$ cat config.mk
export PLATFORM = sky130hd
export DESIGN_NAME = gpio_irq_agg
export DESIGN_NICKNAME = d
export VERILOG_FILES = /design/src/rtl/gpio_irq_pkg.sv /design/src/rtl/gpio_sync.sv /design/src/rtl/gpio_qual.sv /design/src/rtl/gpio_sts_bank.sv /design/src/rtl/gpio_irq_agg.sv
export SDC_FILE = /design/constraint.sdc
export NUM_CORES = 1
export LEC_CHECK = 0
export BUFFER_PORTS_ARGS = -buffer_cell sky130_fd_sc_hd__buf_2
export CORE_MARGIN = 4
export CORE_UTILIZATION = 45
export DETAILED_ROUTE_END_ITERATION = 8
export PLACE_DENSITY = 0.81
export RECOVER_POWER = 25
export SYNTH_ARGS = -nofsm -noshare
export SYNTH_HDL_FRONTEND = slang
export SYNTH_HIERARCHICAL = 1
export SYNTH_SLANG_ARGS = --single-unit
$ cat constraint.sdc
create_clock -name clk -period 1.4 [get_ports clk]
set_input_delay 0.35 -clock clk [delete_from_list [all_inputs] [get_ports clk]]
set_output_delay 0.35 -clock clk [all_outputs]
set_load 0.01 [all_outputs]
$ cat src/rtl/gpio_irq_pkg.sv
package gpio_irq_pkg;
   localparam int unsigned REG_W = 32;

   // width of a saturating counter that must hold the value lim
   function automatic int unsigned cnt_width(input int unsigned lim);
      int unsigned w;
      w = 1;
      while ((1 << w) <= lim) w++;
      return w;
   endfunction

   // bit mask of n ones placed at position lsb
   function automatic logic [REG_W-1:0] field_mask(input int unsigned n, input int unsigned lsb);
      logic [REG_W-1:0] m;
      m = '0;
      for (int unsigned i = 0; i < n; i++) m[lsb+i] = 1'b1;
      return m;
   endfunction
endpackage

$ cat src/rtl/gpio_sync.sv
module gpio_sync #(
   parameter int unsigned W      = 6,
   parameter int unsigned STAGES = 2
) (
   input  logic         clk,
   input  logic         rst_n,
   input  logic [W-1:0] async_i,
   output logic [W-1:0] sync_o
);
   initial begin
      if (STAGES < 2) $error("gpio_sync: STAGES must be at least 2");
   end

   logic [W-1:0] pipe [STAGES];

   always_ff @(posedge clk or negedge rst_n) begin
      if (!rst_n) begin
         for (int s = 0; s < STAGES; s++) pipe[s] <= '0;
      end else begin
         pipe[0] <= async_i;
         for (int s = 1; s < STAGES; s++) pipe[s] <= pipe[s-1];
      end
   end

   assign sync_o = pipe[STAGES-1];
endmodule

$ cat src/rtl/gpio_qual.sv
module gpio_qual #(
   parameter int unsigned QUAL_CYCLES = 3
) (
   input  logic clk,
   input  logic rst_n,
   input  logic lvl_i,
   output logic qual_o
);
   import gpio_irq_pkg::*;

   generate
      if (QUAL_CYCLES <= 1) begin : g_pass
         // a single sampled high level already meets the minimum width
         assign qual_o = lvl_i;
      end else begin : g_count
         localparam int unsigned CW = cnt_width(QUAL_CYCLES);
         localparam logic [CW-1:0] LIM = CW'(QUAL_CYCLES);
         logic [CW-1:0] run_q;

         always_ff @(posedge clk or negedge rst_n) begin
            if (!rst_n)          run_q <= '0;
            else if (!lvl_i)     run_q <= '0;
            else if (run_q != LIM) run_q <= run_q + 1'b1;
         end

         assign qual_o = (run_q == LIM);
      end
   endgenerate
endmodule

$ cat src/rtl/gpio_sts_bank.sv
module gpio_sts_bank #(
   parameter int unsigned N = 6
) (
   input  logic         clk,
   input  logic         rst_n,
   input  logic [N-1:0] set_i,
   input  logic         wr_i,
   input  logic [N-1:0] clr_i,
   input  logic [N-1:0] en_d_i,
   output logic [N-1:0] sts_o,
   output logic [N-1:0] en_o
);
   logic [N-1:0] sts_q, en_q;

   genvar k;
   generate
      for (k = 0; k < N; k++) begin : g_bit
         always_ff @(posedge clk or negedge rst_n) begin
            if (!rst_n)                 sts_q[k] <= 1'b0;
            else if (set_i[k])          sts_q[k] <= 1'b1;   // set beats clear
            else if (wr_i && clr_i[k])  sts_q[k] <= 1'b0;
         end
      end
   endgenerate

   always_ff @(posedge clk or negedge rst_n) begin
      if (!rst_n)    en_q <= '0;
      else if (wr_i) en_q <= en_d_i;
   end

   assign sts_o = sts_q;
   assign en_o  = en_q;
endmodule

$ cat src/rtl/gpio_irq_agg.sv
module gpio_irq_agg #(
   parameter int unsigned NUM_SRC     = 6,
   parameter int unsigned STS_LSB     = 0,
   parameter int unsigned EN_LSB      = 16,
   parameter int unsigned SYNC_STAGES = 2,
   parameter int unsigned QUAL_CYCLES = 3
) (
   input  logic        clk,
   input  logic        rst_n,
   input  logic        reg_wr_i,
   input  logic [31:0] reg_wdata_i,
   output logic [31:0] reg_rdata_o,
   input  logic [5:0]  gpio_i,
   input  logic        glb_en_i,
   output logic        evt_o,
   output logic        irq_o
);
   import gpio_irq_pkg::*;

   generate
      if (NUM_SRC != 6) begin : g_bad_n
         $error("gpio_irq_agg: port width fixes NUM_SRC at 6");
      end
      if (STS_LSB + NUM_SRC > EN_LSB) begin : g_bad_overlap
         $error("gpio_irq_agg: status and enable fields overlap");
      end
      if (EN_LSB + NUM_SRC > REG_W) begin : g_bad_range
         $error("gpio_irq_agg: enable field exceeds register width");
      end
   endgenerate

   logic [NUM_SRC-1:0] lvl_sync, lvl_qual, sts, en;

   gpio_sync #(.W(NUM_SRC), .STAGES(SYNC_STAGES)) i_sync (
      .clk(clk), .rst_n(rst_n), .async_i(gpio_i), .sync_o(lvl_sync)
   );

   genvar k;
   generate
      for (k = 0; k < NUM_SRC; k++) begin : g_qual
         gpio_qual #(.QUAL_CYCLES(QUAL_CYCLES)) i_qual (
            .clk(clk), .rst_n(rst_n), .lvl_i(lvl_sync[k]), .qual_o(lvl_qual[k])
         );
      end
   endgenerate

   gpio_sts_bank #(.N(NUM_SRC)) i_bank (
      .clk(clk), .rst_n(rst_n),
      .set_i(lvl_qual),
      .wr_i(reg_wr_i),
      .clr_i(reg_wdata_i[STS_LSB +: NUM_SRC]),
      .en_d_i(reg_wdata_i[EN_LSB +: NUM_SRC]),
      .sts_o(sts), .en_o(en)
   );

   always_comb begin
      reg_rdata_o = '0;
      reg_rdata_o[STS_LSB +: NUM_SRC] = sts;
      reg_rdata_o[EN_LSB  +: NUM_SRC] = en;
   end

   assign evt_o = |(sts & en);

   always_ff @(posedge clk or negedge rst_n) begin
      if (!rst_n) irq_o <= 1'b0;
      else        irq_o <= evt_o & glb_en_i;
   end
endmodule

After elaboration in Yosys (flattened, before gate mapping)
Cells that the tools add are included.
Operators by class
  reductions and logical operators: 13
  add/subtract/negate cells: 6
  eq/ne operators: 18
  bitwise gates (word level): 2
  muxes and demuxes: 24
Operators by type and width (count)
  $mux 2: 12
  $add 2x1->2 const B: 6
  $eq 2x2->1 const B: 6
  $mux 1: 12
  $ne 2x1->1 const B: 6
  $ne 2x2->1 const B: 6
  $reduce_bool 2->1: 6
  $and 6x6->6: 1
  $logic_and 1x1->1: 6
  $reduce_or 6->1: 1
  $and 1x1->1: 1
Word-level totals
  register bits: 37

Longest topological paths before layout
  depth after elaboration: 3
  gate-level depth with buffers: 3

By module
The synthesis kept the hierarchy.
Modules (own cells, without submodules)
  gpio_qual: cells each 7, area an instance 93.8 µm², seq. area each 50.0 µm², instances 6
  gpio_sts_bank: cells each 31, area an instance 461.7 µm², seq. area each 300.3 µm², instances 1
  gpio_sync: cells each 18, area an instance 345.3 µm², seq. area each 300.3 µm², instances 1
  gpio_irq_agg: cells each 28, area an instance 231.5 µm², seq. area each 25.0 µm², instances 1

Worst setup path after synthesis
OpenSTA, ideal clock, no wires.
  kind: reg2out
  start point: register i_bank.sts_q[2] (netlist: i_bank/sts_o[2])
  end point: output port evt_o
  data arrival time: 0.753 ns
  stages on the path, launching flop included: 3
  setup slack: 0.297 ns
  buffers on the path: 0
  cells stage by stage: dfrtp_1 > a22oi_2 > nand3_1
On the way
  cells in the longest elaborated chain, start to end: 2
RTL lines
  start, declared: line gpio_sts_bank.sv:13  | logic [N-1:0] sts_q, en_q;
  start signal, assigned by index: line gpio_sts_bank.sv:19  | if (!rst_n) sts_q[k] <= 1'b0;
  start signal, assigned by index: line gpio_sts_bank.sv:20  | else if (set_i[k]) sts_q[k] <= 1'b1;
  start signal, assigned by index: line gpio_sts_bank.sv:21  | else if (wr_i && clr_i[k]) sts_q[k] <= 1'b0;
  $and 6x6->6: line gpio_irq_agg.sv:62  | assign evt_o = |(sts & en);
  $reduce_or 6->1: line gpio_irq_agg.sv:62
  end, declared: line gpio_irq_agg.sv:15  | output logic evt_o,
Every way passes these cells.

Final worst setup path
  start point: register i_bank.en_q[3] (netlist: i_bank/en_o[3])
  end point: output port evt_o
On the way
  cells in the longest elaborated chain, start to end: 2
RTL lines
  start, declared: line gpio_sts_bank.sv:13
  start signal, assigned: line gpio_sts_bank.sv:28  | else if (wr_i) en_q <= en_d_i;
  $and 6x6->6: line gpio_irq_agg.sv:62
  $reduce_or 6->1: line gpio_irq_agg.sv:62
Every way passes these cells.

==> results.ini <==
[detailed_routing]
route.detailed.drc=0
initialDrtViolationCount=4
firstDrtPassIters=2
wl_per_cell_um=12.56
vias_per_cell=4.399
drt-total-wl_mm=2.550
ant_nets=0
vias=893

[synth]
synth_ff_type=dfrtp_1
netlist_top_cells_area=dfrtp_1 (58%), buf_4 (12%), ha_1 (4.7%), mux2i_1 (3.8%), mux2_4 (3.8%)
yosysMostFrequentCell=dfrtp_1
synth_common_cells=dfrtp_1 (37), buf_4 (26)
yosysWarningCount=6
synth.distinct_cells=17
syn_inst=119
avgSynthCellArea_um2=13.46
synth-seq-area-share_pct=57.81
synth_edf_count=0
synth.top_cell.area_share_pct=57.81
async_flop_share_pct=100.0
syn_area_mm2=0.001602
synth.largest_area_cell=dfrtp_1
synth-seq-cells=37

[cts]
cts_buffers=5
cts_max_path_buffers=2
cts_root_buffer=clkbuf_4
clock_latency_ns=0.33
cts_sinks=37
clk_pin_slew_ns=0.11
cts_tree=built
cts_htree_levels=2

[floorplan]
coreArea_mm2=0.003390
start_util_pct=47.25
rows=21
dieArea_mm2=0.004577
die_x_um=67.66
die_y_um=67.66
pin_count=76

[placement]
dp_hpwl_mm=1.918
dp_cells=193
gp_congestion=0.7542
place.port_buffers=35

[worst_setup_path]
r2r_start=g_qual[1].i_qual/g_count.run_q[0]
required_ns=1.05
critical_path_arrival_ns=1.21
setup.worst_path.start_class=flip-flop
crit_fanout=2
r2r_cells=3
r2r_setup_slack_ns=0.33
r2r_end=g_qual[1].i_qual/g_count.run_q[0]
end_kind=primary output
crit_type=reg2out

[power_and_ir_drop]
power_mw=2.779
p_sw_uw=766.4
combPwrFrac_pct=23.1
p_sw_share_pct=27.58
p_clk_share_pct=27.2
p_int_mw=2.012
p_seq_share_pct=49.8
vdd_drop_max_mv=0.7217
power.leakage_nw=0.9555
power.density_mw_per_mm2=1535

[global_route]
top_usage_layer=met2
grt_max_degree=38
gr-total-overflow=0
grtUsageMet3_pct=4.825
use_met2_pct=20.78
antenna_found_initial=0
grt.met1_usage_pct=14.04
grt_pass1_vias=938
grt_pass1_wl_mm=4.098
grt_use_total_pct=12.54

[hold_path]
min_path_type=in2reg
hold_depth=1
hp-start=gpio_i[3]
min_to=i_sync/pipe[9]

[final_layout]
drive_gt1_share_pct=34.39
nNetsFinal=204
final_core_util_pct=53.41
areaGrowthSynthToFinish_pct=13.05
antenna_cells=0
finalNonFillerCells=203

[sta]
fin_skew_ns=0.007127
grt_setup_unrepaired=true
final_max_slew_viol_count=0
worstMarginPinSlew_ns=0.8671
setup_viol=1
maxSlewHeadroom_pct=42.20
setup_ws_ns=-0.1647
fin_crit_ns=1.565
fmax_mhz=639.1
finalHoldViolations=0
fin_crit_sh_pct=111.8

[run_status]
status=finished with violations
violations=negative setup slack

[job]
cap_violations=0

timing repair:
action | in CTS | in global routing
hold buffers | 0 | 0
buffers inserted | 2 | 0
gates resized for setup | 0 | 1
pin swaps | 2 | 0
hold endpoints to repair | 0 | 0
endpoints found under the setup margin | 1 | 3
per-stage QoR:
step                      setup WS [ns]  hold WS [ns]  instance area [um2]  TNS [ns]
after floorplan                  0.2965       0.05441                 1673         0
after global placement           0.1677        0.3327                 1707         0
after detailed placement         0.1612        0.3371                 1707         0
after CTS                       -0.2076       0.02864                 1807   -0.2076
after global routing            -0.2695       0.07987                 1810   -0.3087
final                           -0.1647        0.1139                 1810   -0.1647
routing by layer:
layer	up-vias	share of wire, %
li1	423	-
met1	419	41
met2	46	48
met3	5	9.6
met4	0	1.7
met5	-	0
layout make-up:
type | instances | area (um2)
Tap cell | 46 | 57.56
Clock buffer | 7 | 55.05
Fill cell | 321 | 1579
Inverter | 1 | 3.754
Timing Repair Buffer | 38 | 201.4
Sequential cell | 37 | 925.9
Multi-Input combinational cell | 73 | 536.8
Clock inverter | 1 | 30.03
flip-flops by register name, indices dropped and copies added, names as in the netlist:
| register | cells |
|---|---|
| g_qual.i_qual/g_count.run_q | 12 |
| i_sync/sync_o | 6 |
| i_sync/pipe | 6 |
| i_bank/en_o | 6 |
| i_bank/sts_o | 6 |
| irq_o | 1 |
worst max path at each step:
stage	from	to	slack, ns	depth (start not counted)
final	i_bank/en_o[3]	evt_o	-0.16	3
after global routing	i_bank/en_o[3]	evt_o	-0.27	3
after CTS	i_bank/en_o[3]	evt_o	-0.21	3
after detailed placement	i_bank/sts_o[3]	evt_o	0.16	3
after global placement	i_bank/sts_o[3]	evt_o	0.17	3
after floorplan	i_bank/sts_o[2]	evt_o	0.30	2
logic make-up after synthesis:
logic type	Yosys count	share of synthesized area, %
multiplexers	12	8.906
adder cells (fa/ha/maj)	6	4.687
AND/OR/NAND/NOR	19	6.406
other	1	0.2342
XOR/XNOR	6	3.281
buffers and inverters	28	13.12
AO/OA/AOI/OAI	10	5.547
flip-flops	37	57.81
critical path, cell delays in order (launching register included):
cell	delay (ns)
dfrtp_1	0.40
a22oi_2	0.24
nand3_1	0.09
buf_2	0.15
power groups by stage:
stage	combinational (mW)	clock, mW	sequential, mW
floorplan	0.411	0	1.43
global placement	0.591	0	1.39
detailed placement	0.627	0	1.41
CTS	0.656	0.798	1.39
global route	0.729	0.843	1.41
finish	0.641	0.755	1.38
layout by cell type (no fill, tap or decap), drive strengths merged:
| master | synthesis | routed |
|---|---|---|
| dfrtp | 37 | 37 |
| buf | 27 | 37 |
| conb | 1 | 20 |
| clkbuf | 0 | 8 |
| mux2i | 6 | 6 |
| nor2b | 6 | 6 |
| xnor2 | 6 | 6 |
| and2 | 6 | 6 |
| ha | 6 | 6 |
| nand2 | 6 | 6 |
| a21o | 6 | 6 |
| mux2 | 6 | 6 |
| a22oi | 3 | 3 |
| nand3 | 1 | 1 |
| inv | 1 | 1 |
| a31oi | 1 | 1 |
| bufinv | 0 | 1 |
No activity file was read; power rests on OpenSTA's default activity.
